--- src/rtl/seq_pkg.sv ---
package seq_pkg;
   typedef enum logic [2:0] {
      ST_FETCH = 3'd0,
      ST_EXTA  = 3'd1,
      ST_EXTB  = 3'd2,
      ST_EXEC  = 3'd3,
      ST_SKIP  = 3'd4
   } seq_state_e;
endpackage

--- src/rtl/seq_word_decode.sv ---
module seq_word_decode #(
   parameter int WORD_W   = 16,
   parameter int OPC_W    = 4,
   parameter int OPD_W    = 6,
   parameter int IDX_BASE = 16,
   parameter int IDX_CNT  = 8,
   parameter int MEM_CODE = 30,
   parameter int LIT_CODE = 31
) (
   input  logic [WORD_W-1:0] word,
   output logic [OPC_W-1:0]  opc,
   output logic [OPD_W-1:0]  fa,
   output logic [OPD_W-1:0]  fb,
   output logic              is_ext,
   output logic              need_a,
   output logic              need_b,
   output logic [1:0]        len
);
   localparam int A_LO = OPC_W;
   localparam int B_LO = OPC_W + OPD_W;

   generate
      if (WORD_W != OPC_W + 2 * OPD_W) begin : g_bad_split
         $error("word width must equal opcode width plus two operand widths");
      end
      if (LIT_CODE >= (1 << OPD_W) || MEM_CODE >= (1 << OPD_W)) begin : g_bad_code
         $error("extension codes do not fit in the operand field");
      end
      if (IDX_BASE + IDX_CNT > (1 << OPD_W)) begin : g_bad_range
         $error("indexed code range does not fit in the operand field");
      end
   endgenerate

   function automatic logic takes_word(input logic [OPD_W-1:0] c);
      int v;
      v = int'(c);
      return ((v >= IDX_BASE) && (v < IDX_BASE + IDX_CNT)) ||
             (v == MEM_CODE) || (v == LIT_CODE);
   endfunction

   assign opc    = word[A_LO-1:0];
   assign fa     = word[B_LO-1:A_LO];
   assign fb     = word[WORD_W-1:B_LO];
   assign is_ext = (opc == '0);
   assign need_a = !is_ext && takes_word(fa);
   assign need_b = takes_word(fb);
   assign len    = 2'd1 + {1'b0, need_a} + {1'b0, need_b};
endmodule

--- src/rtl/seq_ctrl.sv ---
module seq_ctrl import seq_pkg::*; #(
   parameter int WORD_W    = 16,
   parameter int OPC_W     = 4,
   parameter int OPD_W     = 6,
   parameter int COST_W    = 4,
   parameter int COND_BASE = 12,
   parameter int CALL_CODE = 1,
   parameter int CALL_COST = 2,
   parameter int FAIL_COST = 1,
   parameter int INC_W     = COST_W + 2
) (
   input  logic              clk,
   input  logic              rst_n,
   output logic [WORD_W-1:0] rd_addr,
   input  logic [WORD_W-1:0] rd_data,
   output logic              wr_en,
   output logic [WORD_W-1:0] wr_addr,
   output logic [WORD_W-1:0] wr_data,
   output logic              dsp_valid,
   output logic [OPC_W-1:0]  dsp_opcode,
   output logic [OPD_W-1:0]  dsp_a,
   output logic [OPD_W-1:0]  dsp_b,
   output logic [WORD_W-1:0] dsp_a_word,
   output logic [WORD_W-1:0] dsp_b_word,
   input  logic              cond_fail,
   input  logic [COST_W-1:0] op_cost,
   input  logic [WORD_W-1:0] jsr_target,
   output logic              illegal_evt,
   output logic [WORD_W-1:0] pc,
   output logic [WORD_W-1:0] sp,
   output logic              skip_flag,
   output logic [INC_W-1:0]  cyc_inc
);
   generate
      if (CALL_COST >= (1 << INC_W) || FAIL_COST >= (1 << INC_W)) begin : g_bad_cost
         $error("fixed costs do not fit the increment width");
      end
      if (COND_BASE >= (1 << OPC_W) || COND_BASE < 1) begin : g_bad_cond
         $error("conditional opcode base out of range");
      end
   endgenerate

   seq_state_e        state;
   logic [OPC_W-1:0]  opc_q;
   logic [OPD_W-1:0]  fa_q;
   logic [OPD_W-1:0]  fb_q;
   logic              ext_q;
   logic              needb_q;
   logic [WORD_W-1:0] wa_q;
   logic [WORD_W-1:0] wb_q;
   logic [WORD_W-1:0] pc_q;
   logic [WORD_W-1:0] sp_q;
   logic              skip_q;

   logic [OPC_W-1:0]  p_opc;
   logic [OPD_W-1:0]  p_fa;
   logic [OPD_W-1:0]  p_fb;
   logic              p_ext;
   logic              p_need_a;
   logic              p_need_b;
   logic [1:0]        p_len;

   // one decoder serves both the normal fetch and the skip measurement
   seq_word_decode #(
      .WORD_W (WORD_W),
      .OPC_W  (OPC_W),
      .OPD_W  (OPD_W)
   ) u_peek (
      .word   (rd_data),
      .opc    (p_opc),
      .fa     (p_fa),
      .fb     (p_fb),
      .is_ext (p_ext),
      .need_a (p_need_a),
      .need_b (p_need_b),
      .len    (p_len)
   );

   logic in_exec, exec_basic, exec_call, exec_resv, is_cond, fail_hit;

   always_comb begin
      in_exec    = (state == ST_EXEC);
      exec_basic = in_exec && !ext_q;
      exec_call  = in_exec && ext_q && (fa_q == OPD_W'(CALL_CODE));
      exec_resv  = in_exec && ext_q && (fa_q != OPD_W'(CALL_CODE));
      is_cond    = (opc_q >= OPC_W'(COND_BASE));
      fail_hit   = exec_basic && is_cond && cond_fail;
   end

   assign rd_addr     = pc_q;
   assign wr_en       = exec_call;
   assign wr_addr     = sp_q - WORD_W'(1);
   assign wr_data     = pc_q;
   assign dsp_valid   = exec_basic;
   assign dsp_opcode  = opc_q;
   assign dsp_a       = fa_q;
   assign dsp_b       = fb_q;
   assign dsp_a_word  = wa_q;
   assign dsp_b_word  = wb_q;
   assign illegal_evt = exec_resv;
   assign pc          = pc_q;
   assign sp          = sp_q;
   assign skip_flag   = skip_q;

   always_comb begin
      cyc_inc = '0;
      case (state)
         ST_EXTA, ST_EXTB: cyc_inc = INC_W'(1);
         ST_EXEC: begin
            if (!ext_q)
               cyc_inc = INC_W'(op_cost) + (fail_hit ? INC_W'(FAIL_COST) : INC_W'(0));
            else if (fa_q == OPD_W'(CALL_CODE))
               cyc_inc = INC_W'(CALL_COST);
         end
         default: cyc_inc = '0;
      endcase
   end

   always_ff @(posedge clk or negedge rst_n) begin
      if (!rst_n) begin
         state   <= ST_FETCH;
         opc_q   <= '0;
         fa_q    <= '0;
         fb_q    <= '0;
         ext_q   <= 1'b0;
         needb_q <= 1'b0;
         wa_q    <= '0;
         wb_q    <= '0;
         pc_q    <= '0;
         sp_q    <= '0;
         skip_q  <= 1'b0;
      end else begin
         case (state)
            ST_FETCH: begin
               opc_q   <= p_opc;
               fa_q    <= p_fa;
               fb_q    <= p_fb;
               ext_q   <= p_ext;
               needb_q <= p_need_b;
               pc_q    <= pc_q + WORD_W'(1);
               if (p_need_a)      state <= ST_EXTA;
               else if (p_need_b) state <= ST_EXTB;
               else               state <= ST_EXEC;
            end
            ST_EXTA: begin
               wa_q  <= rd_data;
               pc_q  <= pc_q + WORD_W'(1);
               state <= needb_q ? ST_EXTB : ST_EXEC;
            end
            ST_EXTB: begin
               wb_q  <= rd_data;
               pc_q  <= pc_q + WORD_W'(1);
               state <= ST_EXEC;
            end
            ST_EXEC: begin
               if (exec_call) begin
                  sp_q <= sp_q - WORD_W'(1);
                  pc_q <= jsr_target;
               end
               if (fail_hit) begin
                  skip_q <= 1'b1;
                  state  <= ST_SKIP;
               end else begin
                  state  <= ST_FETCH;
               end
            end
            ST_SKIP: begin
               pc_q   <= pc_q + WORD_W'(p_len);
               skip_q <= 1'b0;
               state  <= ST_FETCH;
            end
            default: state <= ST_FETCH;
         endcase
      end
   end


   skip_set_chk: assert property (@(posedge clk) disable iff (!rst_n)
      (dsp_valid && cond_fail && (dsp_opcode >= OPC_W'(COND_BASE))) |=> skip_flag);


   no_skip_chk: assert property (@(posedge clk) disable iff (!rst_n)
      (dsp_valid && (dsp_opcode < OPC_W'(COND_BASE))) |=> !skip_flag);


   skip_clear_chk: assert property (@(posedge clk) disable iff (!rst_n)
      skip_flag |=> !skip_flag);


   call_sp_chk: assert property (@(posedge clk) disable iff (!rst_n)
      wr_en |=> (sp == $past(wr_addr)));


   call_pc_chk: assert property (@(posedge clk) disable iff (!rst_n)
      wr_en |=> (pc == $past(jsr_target)));


   excl_evt_chk: assert property (@(posedge clk) disable iff (!rst_n)
      $onehot0({dsp_valid, wr_en, illegal_evt}));


   resv_sp_chk: assert property (@(posedge clk) disable iff (!rst_n)
      illegal_evt |=> $stable(sp));
endmodule

--- src/rtl/seq_cost.sv ---
module seq_cost #(
   parameter int CYC_W    = 32,
   parameter int INC_W    = 6,
   parameter bit SATURATE = 1'b1
) (
   input  logic             clk,
   input  logic             rst_n,
   input  logic [INC_W-1:0] cyc_inc,
   output logic [CYC_W-1:0] cycles
);
   generate
      if (INC_W > CYC_W) begin : g_bad_width
         $error("cycle counter narrower than its increment");
      end
   endgenerate

   logic [CYC_W:0]   sum;
   logic [CYC_W-1:0] next;

   assign sum = {1'b0, cycles} + (CYC_W + 1)'(cyc_inc);

   generate
      if (SATURATE) begin : g_sat
         assign next = sum[CYC_W] ? {CYC_W{1'b1}} : sum[CYC_W-1:0];


         cyc_mono_chk: assert property (@(posedge clk) disable iff (!rst_n)
            cycles >= $past(cycles));
      end else begin : g_wrap
         assign next = sum[CYC_W-1:0];
      end
   endgenerate

   always_ff @(posedge clk or negedge rst_n) begin
      if (!rst_n) cycles <= '0;
      else        cycles <= next;
   end
endmodule

--- src/rtl/insn_step_seq.sv ---
module insn_step_seq #(
   parameter int WORD_W    = 16,
   parameter int OPC_W     = 4,
   parameter int OPD_W     = 6,
   parameter int COST_W    = 4,
   parameter int CYC_W     = 32,
   parameter int COND_BASE = 12,
   parameter int CALL_CODE = 1,
   parameter int CALL_COST = 2,
   parameter int FAIL_COST = 1,
   parameter bit SATURATE  = 1'b1
) (
   input  logic              clk,
   input  logic              rst_n,
   output logic [WORD_W-1:0] rd_addr,
   input  logic [WORD_W-1:0] rd_data,
   output logic              wr_en,
   output logic [WORD_W-1:0] wr_addr,
   output logic [WORD_W-1:0] wr_data,
   output logic              dsp_valid,
   output logic [OPC_W-1:0]  dsp_opcode,
   output logic [OPD_W-1:0]  dsp_a,
   output logic [OPD_W-1:0]  dsp_b,
   output logic [WORD_W-1:0] dsp_a_word,
   output logic [WORD_W-1:0] dsp_b_word,
   input  logic              cond_fail,
   input  logic [COST_W-1:0] op_cost,
   input  logic [WORD_W-1:0] jsr_target,
   output logic              illegal_evt,
   output logic [WORD_W-1:0] pc,
   output logic [WORD_W-1:0] sp,
   output logic              skip_flag,
   output logic [CYC_W-1:0]  cycles
);
   localparam int INC_W = COST_W + 2;

   logic [INC_W-1:0] cyc_inc;

   seq_ctrl #(
      .WORD_W    (WORD_W),
      .OPC_W     (OPC_W),
      .OPD_W     (OPD_W),
      .COST_W    (COST_W),
      .COND_BASE (COND_BASE),
      .CALL_CODE (CALL_CODE),
      .CALL_COST (CALL_COST),
      .FAIL_COST (FAIL_COST),
      .INC_W     (INC_W)
   ) u_ctrl (
      .clk         (clk),
      .rst_n       (rst_n),
      .rd_addr     (rd_addr),
      .rd_data     (rd_data),
      .wr_en       (wr_en),
      .wr_addr     (wr_addr),
      .wr_data     (wr_data),
      .dsp_valid   (dsp_valid),
      .dsp_opcode  (dsp_opcode),
      .dsp_a       (dsp_a),
      .dsp_b       (dsp_b),
      .dsp_a_word  (dsp_a_word),
      .dsp_b_word  (dsp_b_word),
      .cond_fail   (cond_fail),
      .op_cost     (op_cost),
      .jsr_target  (jsr_target),
      .illegal_evt (illegal_evt),
      .pc          (pc),
      .sp          (sp),
      .skip_flag   (skip_flag),
      .cyc_inc     (cyc_inc)
   );

   seq_cost #(
      .CYC_W    (CYC_W),
      .INC_W    (INC_W),
      .SATURATE (SATURATE)
   ) u_cost (
      .clk     (clk),
      .rst_n   (rst_n),
      .cyc_inc (cyc_inc),
      .cycles  (cycles)
   );


   rst_quiet_chk: assert property (@(posedge clk) disable iff (!rst_n)
      $rose(rst_n) |-> (!dsp_valid && !wr_en && !illegal_evt));
endmodule

--- config.mk ---
export PLATFORM = sky130hd
export DESIGN_NAME = insn_step_seq
export DESIGN_NICKNAME = d
export VERILOG_FILES = /design/src/rtl/seq_pkg.sv /design/src/rtl/seq_word_decode.sv /design/src/rtl/seq_ctrl.sv /design/src/rtl/seq_cost.sv /design/src/rtl/insn_step_seq.sv
export SDC_FILE = /design/constraint.sdc
export NUM_CORES = 1
export LEC_CHECK = 0
export BUFFER_PORTS_ARGS = -buffer_cell sky130_fd_sc_hd__buf_2
export CELL_PAD_IN_SITES_DETAIL_PLACEMENT = 0
export CELL_PAD_IN_SITES_GLOBAL_PLACEMENT = 1
export CORE_ASPECT_RATIO = 1.25
export CORE_UTILIZATION = 30
export DETAILED_ROUTE_END_ITERATION = 16
export GPL_TIMING_DRIVEN = 0
export PLACE_DENSITY = 0.74
export RECOVER_POWER = 50
export SLEW_MARGIN = 40
export SYNTH_ARGS = -nofsm -noshare
export SYNTH_HDL_FRONTEND = slang
export SYNTH_HIERARCHICAL = 1
export SYNTH_SLANG_ARGS = --single-unit
--- constraint.sdc ---
create_clock -name clk -period 6.1 [get_ports clk]
set_clock_uncertainty 0.1 [all_clocks]
set_input_delay 0.915 -clock clk [delete_from_list [all_inputs] [get_ports clk]]
set_output_delay 0.915 -clock clk [all_outputs]
set_load 0.01 [all_outputs]
# Word level (Yosys, flattened, before mapping)
# Cells that the tools add are included.
[totals] ff_bits=118 inputBits=39 word_cells=74
[op_classes] add_sub_neg=7 magnitude_cmp=5 n_eq_ne=12 mux=14 reduce_logical=24
[op_table] op="case mux 16 bit (3 select lines)" n=1
[op_table] op="adder 32 x 6 -> 33 bit" n=1
[op_table] op="2-to-1 mux 32 bit" n=1
[op_table] op="equality test 6 bit, second input constant" n=4
[op_table] op="adder 16 x 1 -> 16 bit, second input constant" n=1
[op_table] op="adder 16 x 2 -> 16 bit" n=1
[op_table] op="2-to-1 mux 16 bit" n=1
[op_table] op="subtractor 16 x 1 -> 16 bit, second input constant" n=1
[op_table] op=">= comparator 6 x 5 -> 1 bit, second input constant" n=2
[op_table] op="< comparator 6 x 5 -> 1 bit, second input constant" n=2
[op_table] op="case mux 3 bit (4 select lines)" n=1
[op_table] op="case mux 6 bit (2 select lines)" n=1
[op_table] op="logical AND 1 bit" n=9
[op_table] op="adder 4 x 6 -> 6 bit" n=1
[op_table] op="equality test 3 x 2 -> 1 bit, second input constant" n=2
[op_table] op="equality test 6 x 1 -> 1 bit, second input constant" n=1
[op_table] op="2-to-1 mux 3 bit" n=2
[op_table] op="2-to-1 mux 6 bit" n=1
[op_table] op="!= test 6 x 1 -> 1 bit, second input constant" n=1
[op_table] op="AND reduction 2 bit" n=3
[op_table] op=">= comparator 4 bit, second input constant" n=1
[op_table] op="zero test 4 bit" n=1
[op_table] op="logical OR 1 bit" n=4
[op_table] op="2-to-1 mux 1 bit" n=4
[op_table] op="other kinds (13)" n=15

# Depth between registers and ports, before layout
[depth] word_depth=10 depth_mapped=16 ltp_nobuf=13

# Modules after synthesis
# Netlist, hierarchy kept.
[modules_own_cells] module="seq_ctrl" n_inst=1 cells_per_inst=398 area_per_inst_um2=4579.4 seq_area_each_um2=2152.1
[modules_own_cells] module="seq_cost" n_inst=1 cells_per_inst=189 area_per_inst_um2=1843.0 seq_area_each_um2=800.8
[modules_own_cells] module="seq_word_decode" n_inst=1 cells_per_inst=28 area_per_inst_um2=217.7 seq_area_each_um2=0.0

# Worst setup path after synthesis
# Ideal clock, no wire load.
[synth_timing] path_kind="register -> register" startpoint="register u_ctrl.state[2]" endpoint="register u_cost.cycles[28]" setup_ns=0.125 arrival_time_ns=3.295 required_ns=5.875 slack_ns=2.580 stages_incl_launch_ff=14 n_path_buf=2 path_cell_list="dfrtp_1 buf_2 nor3_2 and4_1 ha_1 a211o_1 ha_1 fa_1 a21oi_1 o21ai_0 and2_1 clkbuf_4 nand4_1 mux2_2"
[synth_via] elab_chain_len=10
[synth_rtl] item="start: declaration" line_no="seq_ctrl.sv:43" text="seq_state_e state;"
[synth_rtl] item="start signal: assignment" line_no="seq_ctrl.sv:148" text="state <= needb_q ? ST_EXTB : ST_EXEC;"
[synth_rtl] item="equality test 3 x 2 -> 1 bit" line_no="seq_ctrl.sv:82" text="in_exec = (state == ST_EXEC);"
[synth_rtl] item="logical AND 1 bit" line_no="seq_ctrl.sv:83" text="exec_basic = in_exec && !ext_q;"
[synth_rtl] item="named net dsp_valid" line_no="insn_step_seq.sv:20" text="output logic dsp_valid,"
[synth_rtl] item="logical AND 1 bit (2 in a row)" line_no="seq_ctrl.sv:87" text="fail_hit = exec_basic && is_cond && cond_fail;"
[synth_rtl] item="2-to-1 mux 1 bit" line_no="seq_ctrl.sv:111" text="cyc_inc = INC_W'(op_cost) + (fail_hit ? INC_W'(FAIL_COST) : INC_W'(0));"
[synth_rtl] item="adder 4 x 6 -> 6 bit" line_no="seq_ctrl.sv:111"
[synth_rtl] item="2-to-1 mux 6 bit" line_no="seq_ctrl.sv:110" text="if (!ext_q)"
[synth_rtl] item="case mux 6 bit (2 select lines)" line_no="seq_ctrl.sv:107" text="case (state)"
[synth_rtl] item="named net cyc_inc[0]" line_no="insn_step_seq.sv:37" text="logic [INC_W-1:0] cyc_inc;"
[synth_rtl] item="adder 32 x 6 -> 33 bit" line_no="seq_cost.sv:20" text="assign sum = {1'b0, cycles} + (CYC_W + 1)'(cyc_inc);"
[synth_rtl] item="2-to-1 mux 32 bit" line_no="seq_cost.sv:24" text="assign next = sum[CYC_W] ? {CYC_W{1'b1}} : sum[CYC_W-1:0];"
[synth_rtl] item="named net u_cost.next[28]" line_no="seq_cost.sv:18" text="logic [CYC_W-1:0] next;"
[synth_rtl] item="end signal: assignment" line_no="seq_cost.sv:36" text="else cycles <= next;"
[synth_rtl] item="end: declaration" line_no="seq_cost.sv:9" text="output logic [CYC_W-1:0] cycles"
# The timed path passes the listed nets, and every way through them passes these cells.
# A chain may end at the register's enable or synchronous reset.

# Final worst setup path
[layout_timing] startpoint="register u_ctrl.state[0]" endpoint="register u_cost.cycles[27]"
[layout_via] elab_chain_len=10
[layout_rtl] item="equality test 3 x 2 -> 1 bit" line_no="seq_ctrl.sv:82, seq_ctrl.sv:107"
[layout_rtl] item="logical AND 1 bit" line_no="seq_ctrl.sv:83"
[layout_rtl] item="logical AND 1 bit (2 in a row)" line_no="seq_ctrl.sv:87"
[layout_rtl] item="2-to-1 mux 1 bit" line_no="seq_ctrl.sv:111"
[layout_rtl] item="adder 4 x 6 -> 6 bit" line_no="seq_ctrl.sv:111"
[layout_rtl] item="2-to-1 mux 6 bit" line_no="seq_ctrl.sv:110"
[layout_rtl] item="case mux 6 bit (2 select lines) *" line_no="seq_ctrl.sv:107"
[layout_rtl] item="named net cyc_inc[2]" line_no="insn_step_seq.sv:37"
[layout_rtl] item="adder 32 x 6 -> 33 bit *" line_no="seq_cost.sv:20"
[layout_rtl] item="2-to-1 mux 32 bit *" line_no="seq_cost.sv:24"
[layout_rtl] item="named net u_cost.next[27]" line_no="seq_cost.sv:18"
# The timed path passes the listed nets; every way through them passes the cells marked *.

==> flow_summary.json <==
{
  "antenna_cells": 0,
  "path_max_fanout": 10,
  "ios": 203,
  "via_count": 5400,
  "synth_ff_type": "dfrtp_1",
  "relSlewSlack_pct": -98.1,
  "drtIter0Drc": 243,
  "cts-resized-gates": 0,
  "grt_max_degree": 69,
  "leakage_nw": 4.10,
  "rsz0062_at_grt": "false",
  "hold_path.class": "reg -> reg",
  "vdd_drop_max_uv": 261,
  "worst_r2r_path_depth": 15,
  "cts-root-buf": "clkbuf_16",
  "syn2layout_area_growth_pct": 27.5,
  "syn_inst": 615,
  "dieHeight_um": 168,
  "cts_hold_buf": 0,
  "fmax_mhz": 229,
  "core-area_um2": 21600,
  "firstDrtPassIters": 4,
  "clock_path_buffers": 2,
  "ys_types": 70,
  "violations": "capacitance limit, slew limit",
  "finalPower_mw": 4.73,
  "routabilityCongestion": 0.763,
  "yosys.area.top_type": "dfrtp_1",
  "tritoncts": "built",
  "synth.most_common_cell": "dfrtp_1",
  "start_util_pct": 30.7,
  "clk_pin_slew_worst_paths_ns": 0.06,
  "cts.sinks": 118,
  "hold_depth": 1,
  "postPlaceCellArea_um2": 8040,
  "synth_seq_cells": 118,
  "postLayoutCellArea_um2": 8460,
  "cts-htree-levels": 4,
  "overflow": 0,
  "synthTopCellsByArea": "dfrtp_1 (44%), mux2_2 (9.0%), buf_4 (5.9%), xor2_1 (3.8%), xnor2_1 (3.2%)",
  "antenna_found_initial": 0,
  "setup_viol": 0,
  "cts_made_buffers": 17,
  "routed_via_density": 4.78,
  "yosysWarnings": 6,
  "grt_pass1_vias": 5282,
  "drc_errors": 0,
  "post-route-period-util_pct": 71.6,
  "crit_path_end_kind": "flip-flop",
  "dp_hpwl_mm": 13.1,
  "period_minus_slack_ns": 4.37,
  "rows": 60,
  "async_flop_share_pct": 100,
  "post_cts_buffers": 0,
  "final_nets": 890,
  "syn-cell-area_um2": 6640,
  "criticalPathCategory": "reg -> reg",
  "io_buffer_count": 202,
  "synth_fp_nets": 668,
  "crit_arrival_ns": 4.55,
  "wl_per_cell_um": 15.8,
  "p_per_area_nw_per_um2": 559,
  "fin_setup_tns_ns": 0,
  "timing.final.max_slew_violations": 51,
  "fin_cells": 1129,
  "grt.total_usage_pct": 16.3,
  "crit_path_start_kind": "flip-flop",
  "ys_top_cells_by_count": "dfrtp_1 (118), mux2_2 (53), buf_4 (52), nand2_1 (52), xor2_1 (29)",
  "tightest_slew_ns": 2.97,
  "timing.final.hold_violations": 0,
  "die_area_um2": 22700,
  "clkLatencyLatePin_ns": 0.41,
  "synth_top_cell_area_share_pct": 44.5,
  "drive_gt1_share_pct": 38.6,
  "grt_pass1_wl_mm": 29.1,
  "die_w_um": 135,
  "synth_edf_count": 0,
  "postSynthAreaPerCell_um2": 10.8,
  "drt_wl_total_mm": 17.8,
  "ys_seq_area_share_pct": 44.5,
  "cap_violations": 1,
  "placed_cells": 1097,
  "cp.required_ns": 6.28,
  "ant_nets": 0,
  "run_status": "finished with violations"
}
==> state kept, by name, summed over array words and instances, names as in the netlist <==
name,flops
u_ctrl/skip_flag,1
u_ctrl/sp,16
u_ctrl/dsp_b_word,16
u_cost/cycles,32
u_ctrl/needb_q,1
u_ctrl/dsp_opcode,4
u_ctrl/dsp_b,6
u_ctrl/dsp_a,6
u_ctrl/ext_q,1
u_ctrl/state,3
u_ctrl/dsp_a_word,16
u_ctrl/pc,16
==> routing by layer <==
| layer | share of wire (%) | wire length, µm | vias up | GRT usage [%] |
|---|---|---|---|---|
| met4 | 1.1 | 190 | 0 | 4.64 |
| met1 | 45 | 8000 | 2643 | 21.4 |
| met3 | 4.6 | 823 | 10 | 3.49 |
| met5 | 0 | 0 | - | 0 |
| li1 | - | - | 2605 | - |
| met2 | 49 | 8790 | 142 | 26.9 |
==> report_power, final <==
group / total [mW] / switching [mW] / leakage, nW / internal [mW]
clock network: 0.995 / 0.417 / 0.286 / 0.578
registers: 1.35 / 0.271 / 1.46 / 1.08
logic: 2.39 / 1.28 / 2.36 / 1.11
total: 4.73 / 1.97 / 4.10 / 2.77
==> logic make-up after synthesis <==
| logic type | after synthesis | share of synthesized area, % |
|---|---|---|
| and+or+nand+nor | 206 | 19.4 |
| DFF | 118 | 44.5 |
| buffers and inverters | 91 | 8.80 |
| AOI/OAI and AO/OA | 77 | 8.08 |
| muxes | 55 | 9.36 |
| xor gates and xnor gates | 53 | 6.99 |
| adders and majority gates | 14 | 2.86 |
| other | 1 | 0.0565 |
==> cells in the final DEF (no fill, tap or decap), drive strengths merged, types with 4 or more instances in the layout <==
cell	n
buf	223
dfrtp	118
clkbuf	73
mux2	54
nand2	52
xor2	29
nand3	25
inv	25
xnor2	24
nor2	24
nand4	23
nor3	19
o21ai	16
a21oi	13
ha	12
and3	11
nor4	10
and2	7
a211oi	7
a2bb2oi	7
nand2b	6
and4	6
nor3b	4
or3	4
o22a	4
o22ai	4
a31oi	4
==> area by class of cell <==
type	count	area (µm²)
Tap cell	279	349
Fill cell	2206	13200
Sequential cell	118	2950
Multi-Input combinational cell	406	3030
Clock buffer	17	425
Inverter	15	56.3
Timing Repair Buffer	203	983
Clock inverter	15	155
Buffer	76	515
==> final timing paths <==
| path | startpoint | slack [ns] | endpoint |
|---|---|---|---|
| setup / recovery | u_ctrl/state[0]$_DFF_PN0_ | 1.73 | u_cost/cycles[27]$_DFF_PN0_ |
| setup reg to reg | u_ctrl/state[0]$_DFF_PN0_ | 1.73 | u_cost/cycles[27]$_DFF_PN0_ |
| hold reg to reg | u_ctrl/dsp_a_word[5]$_DFFE_PN0P_ | 0.41 | u_ctrl/dsp_a_word[5]$_DFFE_PN0P_ |
| hold / removal | u_ctrl/dsp_a_word[5]$_DFFE_PN0P_ | 0.41 | u_ctrl/dsp_a_word[5]$_DFFE_PN0P_ |
| min in group asynchronous | rst_n | 1.35 | u_ctrl/dsp_b_word[11]$_DFFE_PN0P_ |
| max in group asynchronous | rst_n | 2.84 | u_ctrl/sp[3]$_DFFE_PN0P_ |
==> worst max-delay path, cell delays in order, from the launching register on <==
cell      delay, ns
dfrtp_1        0.32
clkbuf_1       0.34
nand2_1        0.29
nor3_1         0.58
and4_1         0.31
ha_1           0.18
ha_1           0.18
xnor2_1        0.08
nor4_1         0.25
ha_1           0.28
o211ai_1       0.12
o21ai_0        0.27
clkbuf_1       0.49
nand2_1        0.17
o21ai_0        0.19
nand3_1        0.09
==> metrics by stage <==
step	hold slack (ns)	setup WS, ns	util, %
after floorplan	0.381	2.58	-
after global placement	0.386	2.23	37.0
after detailed placement	0.390	2.21	37.2
after CTS	0.316	2.20	39.9
after global routing	0.425	1.24	39.1
final	0.407	1.73	39.1
(Power assumes the default switching activity.)
